`src/rtl/rxq_pkg.sv`:
```
`timescale 1ns/1ps
package rxq_pkg;

   // control word field positions (decoded by neighbouring logic)
   localparam int CTL_RX_EN  = 15;
   localparam int CTL_IRQ_EN = 9;
   localparam int CTL_OFF_LO = 12;
   localparam int CTL_OFF_W  = 3;
   localparam int CTL_DEP_LO = 4;
   localparam int CTL_DEP_W  = 5;

   // event word and queue word field positions
   localparam int EVT_THR    = 5;
   localparam int EVT_UNF    = 6;
   localparam int EVT_RP_LO  = 8;
   localparam int INF_WP_LO  = 16;
   localparam int INF_RP_LO  = 8;
   localparam int INF_CNT_LO = 0;
   localparam int PTR_FLD_W  = 4;
   localparam int CNT_FLD_W  = 5;

   // two bytes of pad between the offset area and the payload
   localparam int PAD_BYTES  = 2;
   localparam int LEN_W      = 16;

   typedef struct packed {
      logic carrier;
      logic bad;
      logic longev;
      logic preamble;
      logic crc;
      logic code;
   } rx_err_t;

   typedef struct packed {
      logic own_hit;
      logic filt_hit;
      logic bcast;
      logic mcast;
   } rx_cls_t;

   typedef struct packed {
      logic                  rx_en;
      logic                  evt_en;
      logic [CTL_OFF_W-1:0]  off;
      logic [CTL_DEP_W-1:0]  depth;
   } rx_cfg_t;

   typedef enum logic [1:0] {
      FS_IDLE = 2'd0,
      FS_FILL = 2'd1,
      FS_SKIP = 2'd2
   } fstate_t;

   function automatic logic [63:0] pack_status(input logic [LEN_W-1:0] len,
                                               input rx_err_t e,
                                               input rx_cls_t c);
      logic [63:0] v;
      v          = '0;
      v[63]      = 1'b1;
      v[26]      = c.own_hit;
      v[25]      = c.filt_hit;
      v[24]      = e.carrier;
      v[23]      = e.bad;
      v[22]      = e.longev;
      v[21]      = e.preamble;
      v[20]      = c.bcast;
      v[19]      = c.mcast;
      v[18]      = e.crc;
      v[16]      = e.code;
      v[15:0]    = len;
      return v;
   endfunction

endpackage

```
`src/rtl/rxq_addr_fifo.sv`:
```
`timescale 1ns/1ps
module rxq_addr_fifo #(
   parameter int DEPTH = 16,
   parameter int AW    = 64,
   parameter int PW    = $clog2(DEPTH),
   parameter int CW    = $clog2(DEPTH + 1)
) (
   input  logic          clk,
   input  logic          rst_n,
   input  logic          push,
   input  logic [AW-1:0] push_addr,
   input  logic          pop,
   output logic [AW-1:0] head,
   output logic [CW-1:0] count,
   output logic [PW-1:0] rd_ptr,
   output logic [PW-1:0] wr_ptr,
   output logic          empty
);

   localparam logic [CW-1:0] FULL_CNT = CW'(DEPTH);

   logic          full;
   logic          pop_ok;
   logic          push_ok;
   logic [AW-1:0] slot_w [DEPTH];

   assign empty   = (count == '0);
   assign full    = (count == FULL_CNT);
   assign pop_ok  = pop & ~empty;
   // a pop in the same cycle frees the slot the push needs
   assign push_ok = push & (~full | pop_ok);

   for (genvar i = 0; i < DEPTH; i++) begin : g_slot
      logic [AW-1:0] q_r;
      always_ff @(posedge clk) begin
         if (push_ok && wr_ptr == PW'(i)) begin
            q_r <= push_addr;
         end
      end
      assign slot_w[i] = q_r;
   end

   assign head = slot_w[rd_ptr];

   always_ff @(posedge clk) begin
      if (!rst_n) begin
         rd_ptr <= '0;
         wr_ptr <= '0;
         count  <= '0;
      end else begin
         if (pop_ok) begin
            rd_ptr <= rd_ptr + PW'(1);
         end
         if (push_ok) begin
            wr_ptr <= wr_ptr + PW'(1);
         end
         case ({push_ok, pop_ok})
            2'b10:   count <= count + CW'(1);
            2'b01:   count <= count - CW'(1);
            default: count <= count;
         endcase
      end
   end

endmodule

```
`src/rtl/rxq_frame_wr.sv`:
```
`timescale 1ns/1ps
module rxq_frame_wr
   import rxq_pkg::*;
#(
   parameter int AW = 64
) (
   input  logic                 clk,
   input  logic                 rst_n,
   input  logic                 rx_en,
   input  logic [CTL_OFF_W-1:0] off,
   input  logic                 frm_valid,
   input  logic [7:0]           frm_byte,
   input  logic                 frm_last,
   input  rx_err_t              frm_err,
   input  rx_cls_t              frm_cls,
   input  logic [AW-1:0]        head,
   input  logic                 q_empty,
   output logic                 pop,
   output logic                 unf_pulse,
   output logic                 dat_we,
   output logic [AW-1:0]        dat_addr,
   output logic [7:0]           dat_byte,
   output logic                 sts_we,
   output logic [AW-1:0]        sts_addr,
   output logic [63:0]          sts_vec
);

   fstate_t          st;
   logic [AW-1:0]    base_q;
   logic [AW-1:0]    cur_q;
   logic [LEN_W-1:0] len_q;

   logic             start;
   logic             take;
   logic [AW-1:0]    first_addr;

   assign start      = frm_valid && (st == FS_IDLE);
   assign take       = start && rx_en && !q_empty;
   assign pop        = take;
   // offset counts 8-byte units, then the fixed pad
   assign first_addr = head + AW'({off, 3'b000}) + AW'(PAD_BYTES);

   always_ff @(posedge clk) begin
      if (!rst_n) begin
         st        <= FS_IDLE;
         base_q    <= '0;
         cur_q     <= '0;
         len_q     <= '0;
         unf_pulse <= 1'b0;
         dat_we    <= 1'b0;
         dat_addr  <= '0;
         dat_byte  <= '0;
         sts_we    <= 1'b0;
         sts_addr  <= '0;
         sts_vec   <= '0;
      end else begin
         dat_we    <= 1'b0;
         sts_we    <= 1'b0;
         unf_pulse <= 1'b0;
         case (st)
            FS_IDLE: begin
               if (frm_valid) begin
                  if (!rx_en) begin
                     if (!frm_last) st <= FS_SKIP;
                  end else if (q_empty) begin
                     unf_pulse <= 1'b1;
                     if (!frm_last) st <= FS_SKIP;
                  end else begin
                     dat_we   <= 1'b1;
                     dat_addr <= first_addr;
                     dat_byte <= frm_byte;
                     cur_q    <= first_addr + AW'(1);
                     base_q   <= head;
                     len_q    <= LEN_W'(1);
                     if (frm_last) begin
                        sts_we   <= 1'b1;
                        sts_addr <= head;
                        sts_vec  <= pack_status(LEN_W'(1), frm_err, frm_cls);
                     end else begin
                        st <= FS_FILL;
                     end
                  end
               end
            end
            FS_FILL: begin
               if (frm_valid) begin
                  dat_we   <= 1'b1;
                  dat_addr <= cur_q;
                  dat_byte <= frm_byte;
                  cur_q    <= cur_q + AW'(1);
                  len_q    <= len_q + LEN_W'(1);
                  if (frm_last) begin
                     sts_we   <= 1'b1;
                     sts_addr <= base_q;
                     sts_vec  <= pack_status(len_q + LEN_W'(1), frm_err, frm_cls);
                     st       <= FS_IDLE;
                  end
               end
            end
            FS_SKIP: begin
               if (frm_valid && frm_last) st <= FS_IDLE;
            end
            default: st <= FS_IDLE;
         endcase
      end
   end

endmodule

```
`src/rtl/rxq_evt.sv`:
```
`timescale 1ns/1ps
module rxq_evt
   import rxq_pkg::*;
#(
   parameter int PW = 4,
   parameter int CW = 5
) (
   input  logic [CW-1:0]        count,
   input  logic [PW-1:0]        rd_ptr,
   input  logic [PW-1:0]        wr_ptr,
   input  logic                 evt_en,
   input  logic [CTL_DEP_W-1:0] depth,
   input  logic                 unf_pulse,
   output logic [15:0]          irq_word,
   output logic [19:0]          fifo_info,
   output logic                 rx_irq
);

   logic thr;

   assign thr = evt_en && (CNT_FLD_W'(count) != depth);

   always_comb begin
      irq_word                                 = '0;
      irq_word[EVT_THR]                        = thr;
      irq_word[EVT_UNF]                        = unf_pulse;
      irq_word[EVT_RP_LO +: PTR_FLD_W]         = PTR_FLD_W'(rd_ptr);

      fifo_info                                = '0;
      fifo_info[INF_WP_LO +: PTR_FLD_W]        = PTR_FLD_W'(wr_ptr);
      fifo_info[INF_RP_LO +: PTR_FLD_W]        = PTR_FLD_W'(rd_ptr);
      fifo_info[INF_CNT_LO +: CNT_FLD_W]       = CNT_FLD_W'(count);
   end

   assign rx_irq = thr | unf_pulse;

endmodule

```
`src/rtl/rx_bufq.sv`:
```
`timescale 1ns/1ps
module rx_bufq
   import rxq_pkg::*;
#(
   parameter int DEPTH = 16,
   parameter int AW    = 64
) (
   input  logic          clk,
   input  logic          rst_n,
   input  logic [15:0]   ctrl,
   input  logic          push_valid,
   input  logic [AW-1:0] push_addr,
   input  logic          frm_valid,
   input  logic [7:0]    frm_byte,
   input  logic          frm_last,
   input  logic [5:0]    frm_err,
   input  logic [3:0]    frm_cls,
   output logic          dat_we,
   output logic [AW-1:0] dat_addr,
   output logic [7:0]    dat_byte,
   output logic          sts_we,
   output logic [AW-1:0] sts_addr,
   output logic [63:0]   sts_vec,
   output logic [15:0]   irq_word,
   output logic [19:0]   fifo_info,
   output logic          rx_irq
);

   localparam int PW = $clog2(DEPTH);
   localparam int CW = $clog2(DEPTH + 1);

   if (DEPTH < 2 || DEPTH > 16) begin : g_bad_depth
      $error("rx_bufq: DEPTH must lie in 2..16 to fit the 4-bit pointer fields");
   end
   if ((DEPTH & (DEPTH - 1)) != 0) begin : g_bad_pow2
      $error("rx_bufq: DEPTH must be a power of two");
   end
   if (AW < 16 || AW > 64) begin : g_bad_aw
      $error("rx_bufq: AW must lie in 16..64");
   end

   rx_cfg_t       cfg;
   logic          unused_ctrl;
   logic [AW-1:0] fifo_head;
   logic [CW-1:0] fifo_cnt;
   logic [PW-1:0] fifo_rp;
   logic [PW-1:0] fifo_wp;
   logic          fifo_empty;
   logic          fifo_pop;
   logic          unf_pulse;

   assign cfg.rx_en  = ctrl[CTL_RX_EN];
   assign cfg.evt_en = ctrl[CTL_IRQ_EN];
   assign cfg.off    = ctrl[CTL_OFF_LO +: CTL_OFF_W];
   assign cfg.depth  = ctrl[CTL_DEP_LO +: CTL_DEP_W];
   assign unused_ctrl = ^{ctrl[11:10], ctrl[3:0]};

   rxq_addr_fifo #(.DEPTH(DEPTH), .AW(AW), .PW(PW), .CW(CW)) u_fifo (
      .clk       (clk),
      .rst_n     (rst_n),
      .push      (push_valid),
      .push_addr (push_addr),
      .pop       (fifo_pop),
      .head      (fifo_head),
      .count     (fifo_cnt),
      .rd_ptr    (fifo_rp),
      .wr_ptr    (fifo_wp),
      .empty     (fifo_empty)
   );

   rxq_frame_wr #(.AW(AW)) u_wr (
      .clk       (clk),
      .rst_n     (rst_n),
      .rx_en     (cfg.rx_en),
      .off       (cfg.off),
      .frm_valid (frm_valid),
      .frm_byte  (frm_byte),
      .frm_last  (frm_last),
      .frm_err   (rx_err_t'(frm_err)),
      .frm_cls   (rx_cls_t'(frm_cls)),
      .head      (fifo_head),
      .q_empty   (fifo_empty),
      .pop       (fifo_pop),
      .unf_pulse (unf_pulse),
      .dat_we    (dat_we),
      .dat_addr  (dat_addr),
      .dat_byte  (dat_byte),
      .sts_we    (sts_we),
      .sts_addr  (sts_addr),
      .sts_vec   (sts_vec)
   );

   rxq_evt #(.PW(PW), .CW(CW)) u_evt (
      .count     (fifo_cnt),
      .rd_ptr    (fifo_rp),
      .wr_ptr    (fifo_wp),
      .evt_en    (cfg.evt_en),
      .depth     (cfg.depth),
      .unf_pulse (unf_pulse),
      .irq_word  (irq_word),
      .fifo_info (fifo_info),
      .rx_irq    (rx_irq)
   );

endmodule

```
`config.mk`:
```
export PLATFORM = sky130hd
export DESIGN_NAME = rx_bufq
export DESIGN_NICKNAME = d
export VERILOG_FILES = /design/src/rtl/rxq_pkg.sv /design/src/rtl/rxq_addr_fifo.sv /design/src/rtl/rxq_frame_wr.sv /design/src/rtl/rxq_evt.sv /design/src/rtl/rx_bufq.sv
export SDC_FILE = /design/constraint.sdc
export NUM_CORES = 2
export LEC_CHECK = 0
export BUFFER_PORTS_ARGS = -buffer_cell sky130_fd_sc_hd__buf_2
export CORE_UTILIZATION = 47
export CTS_BUF_LIST = sky130_fd_sc_hd__clkbuf_8
export CTS_CLUSTER_DIAMETER = 150
export CTS_CLUSTER_SIZE = 16
export DETAILED_ROUTE_END_ITERATION = 16
export GPL_TIMING_DRIVEN = 0
export PLACE_DENSITY = 0.69
export SLEW_MARGIN = 20
export SYNTH_ARGS = -nofsm -noshare
export SYNTH_HDL_FRONTEND = slang
export SYNTH_SLANG_ARGS = --single-unit
export TNS_END_PERCENT = 1
```
`constraint.sdc`:
```
create_clock -name clk -period 10.5 [get_ports clk]
set_input_delay 1.575 -clock clk [delete_from_list [all_inputs] [get_ports clk]]
set_output_delay 1.575 -clock clk [all_outputs]
set_load 0.01 [all_outputs]
```
==> metrics.md <==
| Metric | Value |
|---|---|
| Area share of xor/xnor cells in the synthesized design | `1.40%` |
| Tightest Pin Transition | `1.25 ns` |
| Number of instances on the worst hold path | `2` |
| Vias in the first global route | `35100` |
| Largest family of logic cells by synthesized area | `multiplexers` |
| Standby leakage power | `21.1 nW` |
| Fmax | `100 MHz` |
| Primary flip-flop cell chosen by synthesis mapping | `sky130_fd_sc_hd__edfxtp_1` |
| Library cell used as clock root buffer | `sky130_fd_sc_hd__clkbuf_8` |
| Type of the setup path with the least slack | `register to register` |
| NumNets Final | `4564` |
| Post-synth top cells | `sky130_fd_sc_hd__edfxtp_1 (1024), sky130_fd_sc_hd__nand2_1 (516), sky130_fd_sc_hd__dfxtp_1 (325), sky130_fd_sc_hd__nor2_1 (282), sky130_fd_sc_hd__a21oi_1 (240)` |
| Sum of negative setup slack | `0 ns` |
| Final worst-path cycle share | `95.1%` |
| Hold-fix buffers at CTS | `0` |
| Core Region | `0.119 sq mm` |
| Synth cell types | `108` |
| Die height | `348 um` |
| Arrival time at the worst endpoint | `10.75 ns` |
| Max-slew headroom at the worst pin | `16.3%` |
| Number of antenna violations at the first check in global routing | `20` |
| Run status | `complete, no violations` |
| Number of instances in the synthesized netlist | `3920` |
| Die Footprint | `0.121 sq mm` |
| Flip-flop and latch count after synthesis | `1349` |
| Final number of setup-violating endpoints | `0` |
| RSZ-0062 raised after global routing | `no` |
| Arithmetic-cell share of the synthesized area counting full adders, half adders and majority gates | `0.346%` |
| Area share of the largest cell type after synthesis | `54.5%` |
| R2R depth | `23` |
| PortBufs | `280` |
| Post-synthesis mux area share | `11.5%` |
| Hold Path Origin | `u_wr.dat_byte[6]` |
| Chip width | `348 um` |
| Synth Area in Simple Gates | `10.5%` |
| R2R Setup Slk | `0.51 ns` |
| Buffers from clock root to sink, at most | `3` |
| Overflow left after global routing | `0` |
| Cell types occupying the most area after synthesis | `sky130_fd_sc_hd__edfxtp_1 (55%), sky130_fd_sc_hd__dfxtp_1 (12%), sky130_fd_sc_hd__mux4_2 (9.1%), sky130_fd_sc_hd__nand2_1 (3.4%), sky130_fd_sc_hd__a21oi_1 (2.1%)` |
| Total Wirelength | `182 mm` |
| Synth Area in Compound Gates | `7.05%` |
| Worst supply voltage drop on vdd | `126 uV` |
| Fin. max-slew vios | `0` |
| Power density over the cells | `161 mW/mm^2` |
| Count of H-tree levels built during CTS | `3` |
| Layout cells sized above 1 | `20.4%` |
| Starting DRT DRC Count | `5674` |
| Layout Skew | `0.0766 ns` |
| Effective utilization at floorplan | `47.6%` |
| Crit-path max FO | `19` |
| Largest net degree at the start of global routing | `18` |
| Final routed wire length divided by cell count | `29.9 um` |
| Async set-or-reset flop fraction in the synthesized netlist | `0%` |
| Std cell rows | `126` |
| Clk sink count | `1349` |
| Total number of vias | `37600` |
| Count of warnings emitted by yosys | `0` |
| Post-synthesis average cell area | `14.4 sq um` |
| Summed instance area of the synthesized netlist | `0.0564 sq mm` |
| Nature of the critical path endpoint | `register` |
| Global router's overall resource usage | `29.7%` |
| Num CTS Buffers | `94` |
| Final Hold Violating Endpoints | `0` |
| Most frequent cell after synthesis | `sky130_fd_sc_hd__edfxtp_1` |
| Total iterations of the first detailed-routing run | `7` |
| Routability-driven placement congestion ratio | `1.00` |
| Required @ worst endpoint | `11.27 ns` |
| Area grow syn2layout | `12.2%` |
| Number of primary I/O pins | `342` |
| Cell type with the highest aggregate area in the netlist | `sky130_fd_sc_hd__edfxtp_1` |
| HPWL reported at the end of detailed placement | `133 mm` |
| Launch point of the worst reg-to-reg path | `u_fifo.rd_ptr[1]` |
| Part of the Yosys area used for sequential elements | `66.1%` |
| Clock tree from TritonCTS | `done` |
| DRC | `0` |
| Global-route wire length before repair | `257 mm` |
| Clock latency reported for the late side of the worst-skew pair | `0.85 ns` |
| Category of the worst setup path launch point | `register` |
| Antenna-violating nets left | `0` |
| Number of max-capacitance violations reported | `0` |
| Count of flip-flops with a built-in enable after synthesis | `1024` |
| Worst reg2reg path endpoint | `u_wr.cur_q[54]` |
| Clock slew seen by the registers of the worst setup and hold paths | `0.12 ns` |
| Final Critical Period | `9.99 ns` |
| Type of the worst min-delay path | `register to register` |
| Worst Hold Endpoint | `u_wr.dat_byte[6]` |
| Vias per Instance | `6.16` |
| Worst hold slack | `0.457 ns` |
logic make-up after synthesis:
family / Yosys count
AO/OA/AOI/OAI: 608
XOR/XNOR: 90
adder cells (fa/ha/maj): 15
buffers and inverters: 321
flip-flops: 1349
multiplexers: 306
other: 1
AND/OR/NAND/NOR: 1230
through the flow:
step                instance area [sq um]  worst slack [ns]  std cells  utilization, %  power, mW
finish                              63300             0.510       6106            53.4       10.2
global route                        63300             0.203       6105            53.4       10.5
CTS                                 63300             0.160       6102            53.4       10.1
detailed placement                  61700             0.196       5951            52.0       7.68
global placement                    60000             -4.57       5853            50.6       7.66
floorplan                           56600              2.77       3973               -       7.05
report_power, final:
group | total, mW | internal (mW) | switching, mW
Sequential | 6.00 | 5.89 | 0.116
Clock | 2.55 | 0.851 | 1.70
Combinational | 1.61 | 0.550 | 1.06
critical path: stages, from the launching register on:
cell and delay [ns]:
sky130_fd_sc_hd__dfxtp_1 0.51, sky130_fd_sc_hd__buf_4 0.25, sky130_fd_sc_hd__buf_2 0.41, sky130_fd_sc_hd__buf_4 0.31, sky130_fd_sc_hd__buf_4 0.24, sky130_fd_sc_hd__buf_2 0.32
sky130_fd_sc_hd__buf_1 0.56, sky130_fd_sc_hd__buf_2 0.60, sky130_fd_sc_hd__clkbuf_1 0.58, sky130_fd_sc_hd__mux4_2 0.41, sky130_fd_sc_hd__mux4_2 0.62, sky130_fd_sc_hd__ha_1 0.48
sky130_fd_sc_hd__a211oi_1 0.13, sky130_fd_sc_hd__o21bai_1 0.48, sky130_fd_sc_hd__nand2_1 0.17, sky130_fd_sc_hd__nor4b_1 0.36, sky130_fd_sc_hd__nand4_1 0.34, sky130_fd_sc_hd__or4b_1 0.59
sky130_fd_sc_hd__a21oi_1 0.48, sky130_fd_sc_hd__nand3_1 0.41, sky130_fd_sc_hd__nor4b_4 0.70, sky130_fd_sc_hd__nand2_1 0.27, sky130_fd_sc_hd__or4_1 0.57, sky130_fd_sc_hd__nand3_1 0.09
how the worst max path moves through the flow:
stage | startpoint | to | slack, ns | cells after the start
after floorplan | frm_valid | u_fifo.g_slot[3].q_r[0] | 2.77 | 7
after global placement | frm_valid | u_fifo.g_slot[3].q_r[43] | -4.57 | 8
after detailed placement | u_fifo.rd_ptr[1] | u_wr.cur_q[51] | 0.20 | 25
after CTS | u_fifo.rd_ptr[1] | u_wr.cur_q[51] | 0.16 | 25
after global routing | u_fifo.rd_ptr[1] | u_wr.cur_q[46] | 0.20 | 23
final | u_fifo.rd_ptr[1] | u_wr.cur_q[54] | 0.51 | 23
final cells by class:
| class | count | area (sq um) |
|---|---|---|
| sequential | 1349 | 37300 |
| inverter | 21 | 78.8 |
| timing repair buffer | 378 | 2950 |
| multi-input combinational | 2303 | 17700 |
| clock inverter | 57 | 297 |
| fill | 9758 | 55300 |
| buffer | 299 | 1690 |
| clock buffer | 94 | 1290 |
| tap | 1600 | 2000 |
| antenna | 5 | 12.5 |
routing by layer:
| layer | part of all wire [%] | up-vias | global-route usage (%) |
|---|---|---|---|
| li1 | - | 16000 | - |
| met1 | 40 | 18900 | 41.5 |
| met2 | 44 | 2281 | 44.9 |
| met3 | 11 | 349 | 6.65 |
| met4 | 4.7 | 14 | 12.3 |
| met5 | 0.044 | - | 0 |
repair_timing:
| item | 4_1_cts | 5_1_grt |
|---|---|---|
| resized for setup | 0 | 2 |
| endpoints found under the setup margin | 0 | 15 |
| setup buffers | 0 | 0 |
sequential cells by signal, indices dropped and copies added, names as in the netlist:
| register | flops |
|---|---|
| u_fifo.wr_ptr | 4 |
| u_fifo.rd_ptr | 4 |
| u_wr.sts_vec | 27 |
| u_wr.base_q | 64 |
| u_wr.st | 2 |
| u_fifo.g_slot.q_r | 1024 |
| u_wr.unf_pulse | 1 |
| u_wr.dat_byte | 8 |
| u_wr.dat_we | 1 |
| u_wr.sts_addr | 64 |
| u_wr.cur_q | 64 |
| u_wr.sts_we | 1 |
| u_wr.dat_addr | 64 |
| u_fifo.count | 5 |
| u_wr.len_q | 16 |
layout by cell type, fill, tap and decap left out, types with 66 or more instances in the layout:
| cell | instances |
|---|---|
| sky130_fd_sc_hd__buf_2 | 313 |
| sky130_fd_sc_hd__nand3_1 | 78 |
| sky130_fd_sc_hd__clkbuf_8 | 95 |
| sky130_fd_sc_hd__mux4_2 | 228 |
| sky130_fd_sc_hd__nand2_1 | 516 |
| sky130_fd_sc_hd__inv_1 | 68 |
| sky130_fd_sc_hd__o21ai_0 | 66 |
| sky130_fd_sc_hd__clkbuf_1 | 142 |
| sky130_fd_sc_hd__edfxtp_1 | 1024 |
| sky130_fd_sc_hd__a21oi_1 | 240 |
| sky130_fd_sc_hd__buf_4 | 115 |
| sky130_fd_sc_hd__dfxtp_1 | 325 |
| sky130_fd_sc_hd__nor2_1 | 270 |
No activity file was read; power rests on OpenSTA's default activity.
